<file path="config.mk">
export PLATFORM = sky130hd
export DESIGN_NAME = dword_restoring_div
export DESIGN_NICKNAME = d
export VERILOG_FILES = /design/src/rtl/divr_pkg.sv /design/src/rtl/div_step.sv /design/src/rtl/div_seq.sv /design/src/rtl/dword_restoring_div.sv
export SDC_FILE = /design/constraint.sdc
export NUM_CORES = 1
export LEC_CHECK = 0
export BUFFER_PORTS_ARGS = -buffer_cell sky130_fd_sc_hd__buf_2
export CAP_MARGIN = 40
export CELL_PAD_IN_SITES_DETAIL_PLACEMENT = 1
export CELL_PAD_IN_SITES_GLOBAL_PLACEMENT = 1
export CORE_ASPECT_RATIO = 0.5
export CORE_MARGIN = 4
export CORE_UTILIZATION = 35
export DETAILED_ROUTE_END_ITERATION = 7
export GPL_ROUTABILITY_DRIVEN = 0
export PLACE_DENSITY = 0.77
export SETUP_SLACK_MARGIN = 0.3
export SLEW_MARGIN = 15
export SYNTH_ARGS = -nofsm -noshare
export SYNTH_HDL_FRONTEND = slang
export SYNTH_SLANG_ARGS = --single-unit
</file>
<file path="constraint.sdc">
create_clock -name clk -period 2.8 [get_ports clk]
set_input_delay 0.14 -clock clk [delete_from_list [all_inputs] [get_ports clk]]
set_output_delay 0.14 -clock clk [all_outputs]
set_load 0.01 [all_outputs]
</file>
<file path="src/rtl/divr_pkg.sv">
package divr_pkg;
  typedef enum logic {
    PH_IDLE = 1'b0,
    PH_RUN  = 1'b1
  } phase_t;
endpackage

</file>
<file path="src/rtl/div_step.sv">
// One restoring iteration: shift the {carry, upper, lower} value left and
// keep the 33-bit trial difference only when it is non-negative.
module div_step #(
  parameter int W = 32
) (
  input  logic [W-1:0] x_in,
  input  logic [W-1:0] y_in,
  input  logic [W-1:0] z,
  output logic [W-1:0] x_out,
  output logic [W-1:0] y_out
);
  logic [W:0]   part;
  logic [W:0]   diff;
  logic         keep;

  always_comb begin
    part  = {x_in, y_in[W-1]};
    diff  = part - {1'b0, z};
    keep  = ~diff[W];
    x_out = keep ? diff[W-1:0] : part[W-1:0];
    y_out = {y_in[W-2:0], keep};
  end
endmodule

</file>
<file path="src/rtl/div_seq.sv">
// Step sequencer: accepts start only when idle, counts W iterations.
module div_seq
  import divr_pkg::*;
#(
  parameter int W = 32
) (
  input  logic clk,
  input  logic rst,
  input  logic start,
  output logic busy,
  output logic load,
  output logic last
);
  localparam int CW = (W > 1) ? $clog2(W) : 1;

  phase_t        ph;
  logic [CW-1:0] cnt;

  assign busy = (ph == PH_RUN);
  assign load = start && (ph == PH_IDLE);
  assign last = busy && (cnt == CW'(W - 1));

  always_ff @(posedge clk) begin
    if (rst) begin
      ph  <= PH_IDLE;
      cnt <= '0;
    end else if (load) begin
      ph  <= PH_RUN;
      cnt <= '0;
    end else if (busy) begin
      cnt <= cnt + 1'b1;
      if (last) ph <= PH_IDLE;
    end
  end


  run_continues_chk: assert property (@(posedge clk) disable iff (rst)
    (busy && !last) |=> busy);


  run_ends_chk: assert property (@(posedge clk) disable iff (rst)
    last |=> !busy);


  start_ignored_chk: assert property (@(posedge clk) disable iff (rst)
    (busy && start && !last) |=> (busy && cnt == $past(cnt) + 1'b1));
endmodule

</file>
<file path="src/rtl/dword_restoring_div.sv">
module dword_restoring_div #(
  parameter int W = 32
) (
  input  logic         clk,
  input  logic         rst,
  input  logic         start,
  input  logic [W-1:0] hi,
  input  logic [W-1:0] lo,
  input  logic [W-1:0] divisor,
  output logic [W-1:0] quotient,
  output logic [W-1:0] remainder,
  output logic         done
);
  logic [W-1:0] x_q, y_q, z_q;
  logic [W-1:0] x_nxt, y_nxt;
  logic         busy, load, last;

  div_seq #(.W(W)) u_seq (
    .clk  (clk),
    .rst  (rst),
    .start(start),
    .busy (busy),
    .load (load),
    .last (last)
  );

  div_step #(.W(W)) u_step (
    .x_in (x_q),
    .y_in (y_q),
    .z    (z_q),
    .x_out(x_nxt),
    .y_out(y_nxt)
  );

  always_ff @(posedge clk) begin
    if (rst) begin
      x_q       <= '0;
      y_q       <= '0;
      z_q       <= '0;
      quotient  <= '0;
      remainder <= '0;
      done      <= 1'b0;
    end else begin
      done <= last;
      if (load) begin
        x_q <= hi;
        y_q <= lo;
        z_q <= divisor;
      end else if (busy) begin
        x_q <= x_nxt;
        y_q <= y_nxt;
      end
      if (last) begin
        quotient  <= y_nxt;
        remainder <= x_nxt;
      end
    end
  end


  done_pulse_chk: assert property (@(posedge clk) disable iff (rst)
    done |=> !done);


  done_idle_chk: assert property (@(posedge clk) disable iff (rst)
    done |-> !busy);


  result_hold_chk: assert property (@(posedge clk) disable iff (rst)
    !done |-> ($stable(quotient) && $stable(remainder)));


  rem_below_div_chk: assert property (@(posedge clk) disable iff (rst)
    (last && x_q < z_q && z_q != '0 && $past(load) == 1'b0) |=> (remainder < z_q));
endmodule

</file>
==> After elaboration in Yosys (flattened, before gate mapping) <==
Index checks and enable logic that the tools add are counted.
{ "totals": {"romBits": 0, "ram_bits": 0, "latch_bits": 0, "n_memories": 0, "wordCells": 25, "regBits": 167, "input_bits": 99} }
{ "op_classes": {"add_sub_neg": 2, "reduce_logical": 4, "n_lt_le_gt_ge": 0, "n_shift": 0, "div": 0, "n_mul": 0, "n_eq_ne": 1, "n_bitwise": 2, "n_mux": 8} }
{ "ops": {"columns": ["cell", "count"], "rows": [
  ["32-bit two-way mux", 5],
  ["33-bit by 32-bit subtractor with 33-bit output", 1],
  ["5-bit by 1-bit adder with 5-bit output, second input constant", 1],
  ["5-bit equality test, second input constant", 1],
  ["1-bit two-way mux", 3],
  ["1-bit logical AND", 2],
  ["1-bit inverter", 2],
  ["2-bit nonzero test", 1],
  ["2-bit OR reduction", 1]
]} }

==> Logic depth before layout (Yosys ltp) <==
Gate-level depths: netlist of run 1.
{ "depth": {"depth_word": 5, "mapped_depth": 14, "ltp_nobuf": 12} }

==> Hierarchy <==
From an unflattened synthesis of run 1, not the netlist that was laid out.
{ "hier_totals": {"hier_cells": 968, "hier_area_um2": 9604.2} }
{ "modules_own_cells": {"columns": ["mod", "cells_per_inst", "n_inst", "area_each_um2"], "rows": [
  ["dword_restoring_div", 596, 1, 6760.2],
  ["div_step", 341, 1, 2557.5],
  ["div_seq", 31, 1, 286.5]
]} }

==> Worst setup path before layout of run 1 <==
No wires, ideal clock.
{ "synth_path": {"path_type": "register to register", "startpoint": "reg y_q[31]", "endpoint": "reg x_q[25]", "t_arrival_ps": 2625, "slack_ps": 39, "setup_ps": 136, "required_time_ps": 2664, "path_stages_with_launch": 15, "period_less_slack_ps": 2761, "cell_sequence": "dfxtp_1 -> inv_1 -> ha_1 -> fa_1 -> nand2b_1 -> a21oi_1 -> a211oi_2 -> o211ai_1 -> nand2_1 -> a21oi_1 -> xor2_1 -> buf_6 -> buf_8 -> mux2i_1 -> a211oi_2"} }
{ "synth_via": {"elab_chain_cells": 4} }
{ "synth_lines": {"columns": ["item", "line", "text"], "rows": [
  ["start, declared", "dword_restoring_div.sv:14", "logic [W-1:0] x_q, y_q, z_q;"],
  ["start signal, assigned", "dword_restoring_div.sv:47", "y_q <= lo;"],
  ["start signal, assigned", "dword_restoring_div.sv:51", "y_q <= y_nxt;"],
  ["33-bit by 32-bit subtractor with 33-bit output", "div_step.sv:18", "diff = part - {1'b0, z};"],
  ["32-bit two-way mux", "div_step.sv:20", "x_out = keep ? diff[W-1:0] : part[W-1:0];"],
  ["32-bit two-way mux", "dword_restoring_div.sv:49", "end else if (busy) begin"],
  ["32-bit two-way mux", "dword_restoring_div.sv:45", "if (load) begin"],
  ["end signal, assigned", "dword_restoring_div.sv:46", "x_q <= hi;"],
  ["end signal, assigned", "dword_restoring_div.sv:50", "x_q <= x_nxt;"],
  ["end, declared", "dword_restoring_div.sv:14", null]
]} }
Every way passes these cells. The select of a mux whose other input is x is not followed.
A chain may end at the register's enable or synchronous reset.

==> Worst setup path after layout of run 1 <==
{ "layout_path": {"startpoint": "reg z_q[28]", "endpoint": "reg x_q[29]"} }
{ "layout_via": {"elab_chain_cells": 4} }
{ "layout_lines": {"columns": ["item", "line", "text"], "rows": [
  ["start, declared", "dword_restoring_div.sv:14", null],
  ["start signal, assigned", "dword_restoring_div.sv:48", "z_q <= divisor;"],
  ["33-bit by 32-bit subtractor with 33-bit output", "div_step.sv:18", null],
  ["32-bit two-way mux", "div_step.sv:20", null],
  ["32-bit two-way mux", "dword_restoring_div.sv:49", null],
  ["32-bit two-way mux", "dword_restoring_div.sv:45", null]
]} }
Every way passes these cells. The select of a mux whose other input is x is not followed.

==> metrics.yaml, run 1 <==
path_cells: "inv_1 > ha_1 > a21o_1 > a21oi_1 > a21boi_2 > a31oi_1 > a31oi_2 > a21oi_4 > xor2_4 > buf_4 > buf_8 > buf_6 > buf_4 > o21a_1 > a211oi_2"
start_util_pct: 36.2
grt_pass1_wl_mm: 47.6
vias_per_cell: 5.39
slowest_delay_ns: 0.33
timing.final.hold_violations: 0
tritoncts: "built"
post-route-min-period_ns: 2.98
grt_overflow: 0
synth.most_common_cell: "dfxtp_1"
antenna_found_initial: 3
crit_slowest_cell: "dfxtp_1"
p_per_area_nw_per_um2: 800
synth_warnings: 0
ys_top_cells_by_count: "dfxtp_1 (167), nand2_1 (123), a21oi_1 (101)"
grt_usage_pct: 22.1
fmax_mhz: 335
synth.distinct_cells: 58
clk_latency_ns: 0.45
syn_avg_cell_area_um2: 8.48
rows: 39
worst_slew_pin_slew_ns: 0.809
path_class: "flop to flop"
grt_pass1_vias: 9073
max_cap_violations: 0
drtAntennaViolNets: 0
critPathRequiredTime_ns: 3.17
crit_top_cell: "buf_4"
hpwl_mm: 19.3
cts.htree.levels: 4
wl_mm: 30.5
end_kind: "flop"
die_x_um: 227
num_vias: 8298
synth_seq_area_share_pct: 39.8
synth_seq_cells: 167
netlist.area_leader.share_pct: 39.8
wl_per_cell_um: 19.8
violations: "setup timing"
finalClockSkew_ns: 0.0151
setup_viol: 64
leakagePower_uw: 0.00487
die-area_um2: 26700
synth_edf_count: 0
cts_buffer_depth: 2
synth_fp_nets: 1124
synth_ff_type: "dfxtp_1"
hold_class: "primary input to flop"
cp_top_family: "compound AO/OA/AOI/OAI gates"
dr.pass1.iters: 4
drive_gt1_share_pct: 29.7
die_h_um: 117
area_growth_pct: 36.9
status: "finished, violations left"
worst_slack_ns: -0.182
period_share_pct: 107
ios: 164
drc_errors: 0
nets: 1353
async_flop_share_pct: 0
critPathBufInv: 5
worst-path-max-fanout: 5
drv_slew: 0
hold_ws_ns: 0.0492
cts_root_buf: "clkbuf_16"
startpoint_type: "flop"
pre_cts_slack_ns: -0.163
io_buffers: 163
syn_area_um2: 8390
peakVddDrop_mv: 0.530
cts.sinks: 167
synthCells: 990
clk_pin_slew_worst_paths_ns: 0.07
rsz0062_at_grt: "true"
synthTopCellsByArea: "dfxtp_1 (40%), mux2i_1 (7.3%), a21oi_1 (6.0%)"
arrival_ns: 3.35
cts_inserted_buffers: 17
relSlewSlack_pct: 46.1
grt_max_degree: 102
core-area_um2: 23200
drtIter0Drc: 504
synth.largest_area_cell: "dfxtp_1"
## power by group
part           switching [µW]  total [µW]  leakage, µW  internal, µW
combinational            2060        4130      0.00322          2070
clock                    1100        2400     0.000286          1300
sequential                144        2650      0.00137          2510
## repair_timing
| action | in CTS | in global routing |
|---|---|---|
| setup endpoints to repair | 66 | 78 |
| resized for setup | 70 | 33 |
| buffers inserted | 12 | 1 |
| pin swaps | 20 | 6 |
| hold buffers | 32 | 0 |
| gates cloned | 1 | 1 |
| endpoints found under the hold margin | 32 | 0 |
## placed cells by master, fill, tap and decap left out, types with 7 or more instances in the layout
cell	count
a211oi_1	59
a211oi_2	10
a21o_1	12
a21oi_1	91
a21oi_2	8
a22o_1	31
buf_2	161
buf_4	75
clkbuf_16	18
dfxtp_1	160
dlygate4sd3_1	32
ha_1	25
inv_1	37
inv_6	7
mux2i_1	36
mux2i_4	19
nand2_1	122
nand2b_1	7
nor2_1	84
nor2b_1	31
o21ai_0	20
o21ai_1	27
xnor2_1	14
xor2_1	15
## state kept, by name, indices dropped and copies added (netlist names)
name / flops
y_q: 32
z_q: 32
u_seq.cnt: 5
quotient: 32
remainder: 32
done: 1
x_q: 32
u_seq.busy: 1
## per-layer routing
| layer | up-vias | part of all wire [%] | track usage [%] |
|---|---|---|---|
| met4 | 4 | 2.7 | 7.06 |
| met5 | - | 0.082 | 0 |
| li1 | 3947 | - | - |
| met3 | 62 | 4.1 | 5.61 |
| met1 | 4106 | 43 | 26.5 |
| met2 | 179 | 50 | 39.0 |
## stage by stage
stage                     setup TNS (ns)  cell area, µm²  cells  util (%)  power (µW)
after CTS                          -1.96           11300   1537      48.7        8770
after detailed placement           -3.82            9940   1460      42.9        5510
after global placement            -0.275            9940   1460      42.9        5420
after floorplan                        0            8430    990         -        4600
after global routing              -15.53           11500   1540      49.6        9630
final                              -5.99           11500   1540      49.6        9190
## tightest hold or removal path, delay by kind of cell
kind | cells | cell delay (ns)
buffers and inverters | 1 | 0.08
AOI/OAI and AO/OA | 1 | 0.04
and+or+nand+nor | 2 | 0.15
muxes | 1 | 0.05
## cells by family after synthesis
logic type	after synthesis	share of synthesized area [%]
mux	63	7.64
xor+xnor	31	3.24
fa+ha+maj	35	5.31
flops	167	39.8
buf+inv	109	5.37
simple gates	279	14.6
compound gates	306	24.0
## worst paths after layout
| kind | from | to | slack [ns] | depth (start not counted) |
|---|---|---|---|---|
| max reg2reg | z_q[28] | x_q[29] | -0.18 | 15 |
| min | lo[17] | y_q[17] | 0.05 | 5 |
| min reg2reg | remainder[11] | remainder[11] | 0.45 | 2 |
| max | z_q[28] | x_q[29] | -0.18 | 15 |
## layout make-up
type                    instances  area [µm²]
fillers                      2693       11700
multi-input cells             714        5120
flip-flops and latches        167        3350
repair buffers                278        1880
clock buffers                  19         453
well taps                     307         384
inverters                      41         158
clock inverters                13         134
diodes                          1        2.50
Note: power is estimated with default switching activity, not from simulation.
==> run 2: changes to the inputs <==
--- a/config.mk
+++ b/config.mk
@@ -11,10 +11,10 @@
 export CELL_PAD_IN_SITES_GLOBAL_PLACEMENT = 1
 export CORE_ASPECT_RATIO = 0.5
 export CORE_MARGIN = 4
-export CORE_UTILIZATION = 35
+export CORE_UTILIZATION = 37
 export DETAILED_ROUTE_END_ITERATION = 7
 export GPL_ROUTABILITY_DRIVEN = 0
-export PLACE_DENSITY = 0.77
+export PLACE_DENSITY = 0.81
 export SETUP_SLACK_MARGIN = 0.3
 export SLEW_MARGIN = 15
 export SYNTH_ARGS = -nofsm -noshare
==> metrics.yaml, run 2 (synthesis gave the netlist of run 1 again) <==
period_share_pct: 114  # +7.9 points
vias_per_cell: 5.78  # +7.3%
final_cell_mix: "buf_2 (161), dfxtp_1 (159), nand2_1 (121), a21oi_1 (85), nor2_1 (84)"
num_vias: 8862  # +6.8%
cts.sinks: 167  # unchanged
path_cells: "inv_1 > ha_1 > a21oi_1 > nor2b_1 > o31a_1 > o31ai_2 > a2111o_1 > and2_1 > a211oi_2 > mux2i_4 > a211oi_2"
hold-path-endpoint: "y_q[29]"
rows: 38  # -2.6%
critPathRequiredTime_ns: 3.16  # about the same
reg2regPathDepth: 11  # -4
clk_pin_slew_worst_paths_ns: 0.07  # about the same
arrival_ns: 3.56  # +0.21 ns
grt_pass1_vias: 9389  # +3.5%
path_class: "flop to flop"
status: "finished, violations left"
place_inst: 1450  # -0.68%
placed_area_um2: 9920  # -0.19%
nets: 1354  # +0.074%
rsz0062_at_grt: "true"
grt_pass1_wl_mm: 49.1  # +3.1%
timing.final.hold_violations: 0  # unchanged
tns_ns: -17.68  # -11.69 ns
hp-start: "lo[29]"
stdcell_area_um2: 11800  # +2.5%
r2r_slack_ns: -0.40  # -0.22 ns
ios: 164  # unchanged
grt_usage_pct: 23.9  # +1.8 points
core-area_um2: 22000  # -5.2%
drtIter0Drc: 577  # +14%
relSlewSlack_pct: 46.1  # about the same
startpoint_type: "flop"
end_kind: "flop"
cts.htree.levels: 4  # unchanged
grt_overflow: 0  # unchanged
dr.pass1.iters: 6  # +2
hpwl_mm: 19.3  # +0.16%
drc_errors: 0  # unchanged
area_growth_pct: 40.4
max_cap_violations: 0  # unchanged
setup_viol: 66  # +3.1%
finalNonFillerCells: 1533  # -0.45%
grt_max_degree: 72  # -29%
crit_top_cell: "a211oi_2"
p_per_area_nw_per_um2: 841  # +5.2%
leakagePower_uw: 0.00494  # +1.5%
worst-path-max-fanout: 5  # unchanged
io_buffers: 163  # unchanged
cts_root_buf: "clkbuf_16"
worst_slack_ns: -0.404  # -0.221 ns
die-area_um2: 25300  # -5.1%
violations: "setup timing"
tritoncts: "built"
reg2reg_from: "z_q[4]"
cts_buffer_depth: 2  # unchanged
drv_slew: 0  # unchanged
wl_per_cell_um: 23.3  # +18%
finalPower_uw: 9910  # +7.8%
final_common_cell: "buf_2"
crit_slowest_cell: "a2111o_1"
start_util_pct: 38.2  # +2.0 points
post-route-min-period_ns: 3.20  # +0.221 ns
finalClockSkew_ns: 0.0129  # -0.00217 ns
wl_mm: 35.7  # +17%
hold_ws_ns: 0.0471  # -0.00204 ns
worst_slew_pin_slew_ns: 0.808  # -0.000225 ns
peakVddDrop_mv: 0.492  # -7.0%
drtAntennaViolNets: 0  # unchanged
fmax_mhz: 312  # -6.9%
drive_gt1_share_pct: 32.3  # +2.5 points
die_h_um: 114  # -2.6%
antenna_found_initial: 2  # -1
cts_inserted_buffers: 17  # unchanged
die_x_um: 221  # -2.6%
slowest_delay_ns: 0.47  # +0.14 ns
holdPathStages: 5  # unchanged
timing.rr.end: "x_q[25]"
hold_class: "primary input to flop"
clk_latency_ns: 0.46  # about the same
-- run 2: cell types whose count changed in the layout (fill, tap and decap cells not counted), moves of 5 or more --
cell,delta
o21ai_2,+10
a211oi_1,-9
a21oi_2,+5
inv_6,-6
mux2i_4,+9
a211oi_2,+9
o21ai_0,-9
a21oi_1,-6
mux2i_2,-6
-- run 2: worst max path at each step --
stage	start	end	slack, ns	cells past startpoint
after global routing	z_q[16]	x_q[0]	-0.42	13
after global placement	z_q[1]	remainder[31]	-0.07	12
after detailed placement	z_q[1]	remainder[31]	-0.24	12
after floorplan	y_q[31]	x_q[25]	0.18	14
after CTS	y_q[31]	x_q[0]	-0.07	14
final	z_q[4]	x_q[25]	-0.40	11
-- run 2: cell type report --
type,count,area (µm²)
inverter,41,158
multi-input combinational,714,5370
clock buffer,19,443
sequential,167,3360
clock inverter,11,151
fill,2503,10200
tap,300,375
antenna,2,5.00
timing repair buffer,279,1920
-- run 2: critical path: cells and delay by family (launching register included) --
family | cells | cell delay [ns]
AO/OA/AOI/OAI | 6 | 1.59
adder cells (fa/ha/maj) | 1 | 0.39
buffers and inverters | 1 | 0.07
AND/OR/NAND/NOR | 2 | 0.54
flip-flops | 1 | 0.37
multiplexers | 1 | 0.14
-- run 2: report_power, final --
group / internal (µW) / switching, µW
logic: 2300 / 2450
registers: 2510 / 161
clock network: 1420 / 1070
total: 6230 / 3680
-- run 2: per-stage QoR --
| stage | setup WS [ns] | utilization [%] |
|---|---|---|
| after floorplan | 0.176 | - |
| after global placement | -0.0703 | 45.2 |
| after detailed placement | -0.238 | 45.2 |
| after CTS | -0.0692 | 50.9 |
| after global routing | -0.420 | 53.6 |
| final | -0.404 | 53.6 |
-- run 2: layer usage --
layer / track usage, % / up-vias / share of wire (%)
met5: 0 / - / 0.064
met4: 10.3 / 4 / 4.8
met3: 6.84 / 137 / 5.7
met2: 41.9 / 376 / 49
met1: 27.8 / 4394 / 40
li1: - / 3951 / -
-- run 2: repair_timing --
action,in CTS,in global routing
hold buffers,32,0
gates cloned,1,1
hold endpoints to repair,32,0
gates resized for setup,55,102
setup endpoints to repair,66,72
buffers inserted,10,7
pin swaps,18,19
==> run 3: changes to the inputs <==
--- a/config.mk
+++ b/config.mk
@@ -14,8 +14,9 @@
 export CORE_UTILIZATION = 37
 export DETAILED_ROUTE_END_ITERATION = 7
 export GPL_ROUTABILITY_DRIVEN = 0
-export PLACE_DENSITY = 0.81
+export PLACE_DENSITY_LB_ADDON = 0.1
 export SETUP_SLACK_MARGIN = 0.3
+export SKIP_LAST_GASP = 1
 export SLEW_MARGIN = 15
 export SYNTH_ARGS = -nofsm -noshare
 export SYNTH_HDL_FRONTEND = slang
==> metrics.yaml, run 3 (synthesis gave the netlist of run 1 again) <==
num_vias: 8112  # -8.5%
p_per_area_nw_per_um2: 793  # -5.8%
placed_area_um2: 9940  # +0.20%
hold_class: "primary input to flop"
n_antenna_cell: 0  # -2
final_common_cell: "buf_2"
crit_top_cell: "a21o_1"
leakagePower_uw: 0.00498  # +0.74%
ios: 164  # unchanged
tritoncts: "built"
crit_slowest_cell: "a311oi_4"
stdcell_area_um2: 11800  # +0.41%
drive_gt1_share_pct: 32.7  # +0.47 points
start_util_pct: 38.2  # unchanged
rows: 38  # unchanged
cts.htree.levels: 4  # unchanged
slowest_delay_ns: 0.37  # -0.10 ns
drtAntennaViolNets: 0  # unchanged
met3WireLength_mm: 1.51  # -26%
wl_met2_mm: 13.8  # -22%
grt_max_degree: 71  # -1.4%
path_class: "flop to flop"
die_h_um: 114  # unchanged
critPathBufInv: 3  # +2
worst_slack_ns: -0.0729  # +0.331 ns
arrival_ns: 3.17  # -0.39 ns
setup_viol: 30  # -55%
io_buffers: 163  # unchanged
relSlewSlack_pct: 53.3  # +7.1 points
fillers: 2558  # +2.2%
max_cap_violations: 0  # unchanged
violations: "setup timing"
hold_ws_ns: 0.0535  # +0.00641 ns
top_layer_used: "met5"
cts_buffer_depth: 2  # unchanged
grt_overflow: 0  # unchanged
area_growth_pct: 40.9
die_x_um: 221  # unchanged
cp_top_family: "compound AO/OA/AOI/OAI gates"
wl_mm: 28.6  # -20%
cts_root_buf: "clkbuf_16"
critPathRequiredTime_ns: 3.10  # -0.06 ns
worst_slew_pin_slew_ns: 0.701  # -0.107 ns
die-area_um2: 25300  # unchanged
dr.pass1.iters: 4  # -2
nets: 1365  # +0.81%
clk_pin_slew_worst_paths_ns: 0.07  # about the same
status: "finished, violations left"
peakVddDrop_mv: 0.367  # -25%
clk_latency_ns: 0.45  # about the same
cts_inserted_buffers: 17  # unchanged
drc_errors: 0  # unchanged
post-route-min-period_ns: 2.87  # -0.331 ns
cts.sinks: 167  # unchanged
hpwl_mm: 18.7  # -3.0%
rsz0062_at_grt: "true"
final_core_util_pct: 53.8  # +0.22 points
period_share_pct: 103  # -12 points
core-area_um2: 22000  # unchanged
path_cells: "inv_2 > ha_4 > a211oi_2 > o21bai_1 > a21o_1 > a21o_1 > a311oi_4 > a21oi_4 > xor2_4 > buf_4 > clkbuf_16 > mux2i_4 > a211oi_1"
worst-path-max-fanout: 6  # +1
antenna_found_initial: 4  # +2
grt_pass1_vias: 8705  # -7.3%
final_cell_mix: "buf_2 (161), dfxtp_1 (155), nand2_1 (119), a21oi_1 (89), buf_4 (86)"
drtIter0Drc: 317  # -45%
drv_slew: 0  # unchanged
startpoint_type: "flop"
finalClockSkew_ns: 0.0115  # -0.00147 ns
tns_ns: -0.842  # +16.84 ns
grt_pass1_wl_mm: 45.8  # -6.6%
end_kind: "flop"
fmax_mhz: 348  # +12%
timing.final.hold_violations: 0  # unchanged
grt_usage_pct: 22.5  # -1.4 points
wl_per_cell_um: 18.5  # -20%
vias_per_cell: 5.25  # -9.1%
wirelength_met1_mm: 13.0  # -9.7%
-- run 3: changes by cell type in the layout (fill, tap and decap cells not counted), sizes merged --
cell    change
buf        +11
bufinv      -2
clkbuf      +2
clkinv      -1
diode       -2
inv         +3
-- run 3: final cells by class --
type	instances	area (µm²)	area share [%]
inverter	41	158	1.33
timing repair buffer	290	2000	16.9
tap	300	375	3.17
clock inverter	11	116	0.984
multi-input combinational	714	5360	45.3
clock buffer	21	460	3.89
sequential	167	3360	28.4
-- run 3: through the flow --
| step | std cells | setup slack, ns | total power (µW) |
|---|---|---|---|
| floorplan | 990 | 0.176 | 4600 |
| global placement | 1457 | -0.0689 | 5450 |
| detailed placement | 1457 | -0.145 | 5510 |
| CTS | 1538 | -0.0775 | 9110 |
| global route | 1544 | -0.221 | 9870 |
| finish | 1544 | -0.0729 | 9380 |
-- run 3: path summary, 6_finish.rpt --
path / start / end / slack (ns) / depth (start not counted)
setup / recovery: z_q[25] / x_q[22] / -0.07 / 13
hold / removal: lo[9] / y_q[9] / 0.05 / 5
setup reg to reg: z_q[25] / x_q[22] / -0.07 / 13
hold reg to reg: remainder[10] / remainder[10] / 0.44 / 2
-- run 3: worst min-delay path: stages --
cell	delay (ns)
buf_2	0.08
mux2i_1	0.05
nor2_1	0.08
a21oi_1	0.04
nor2_1	0.07
-- run 3: per-layer routing --
layer | GRT usage, % | up-vias
met5 | 0 | -
met4 | 4.61 | 8
met3 | 8.02 | 33
met2 | 39.6 | 128
met1 | 27.0 | 3970
li1 | - | 3973
-- run 3: power breakdown --
| part | internal, µW | total, µW | switching, µW |
|---|---|---|---|
| Clock | 1290 | 2330 | 1040 |
| Sequential | 2510 | 2650 | 146 |
| Combinational | 2270 | 4390 | 2120 |
-- run 3: timing repair --
item	4_1_cts	5_1_grt
endpoints found under the hold margin	32	0
setup buffers	14	5
cloned	3	1
resized for setup	115	37
pin swaps	42	15
endpoints found under the setup margin	66	84
hold buffers	32	0
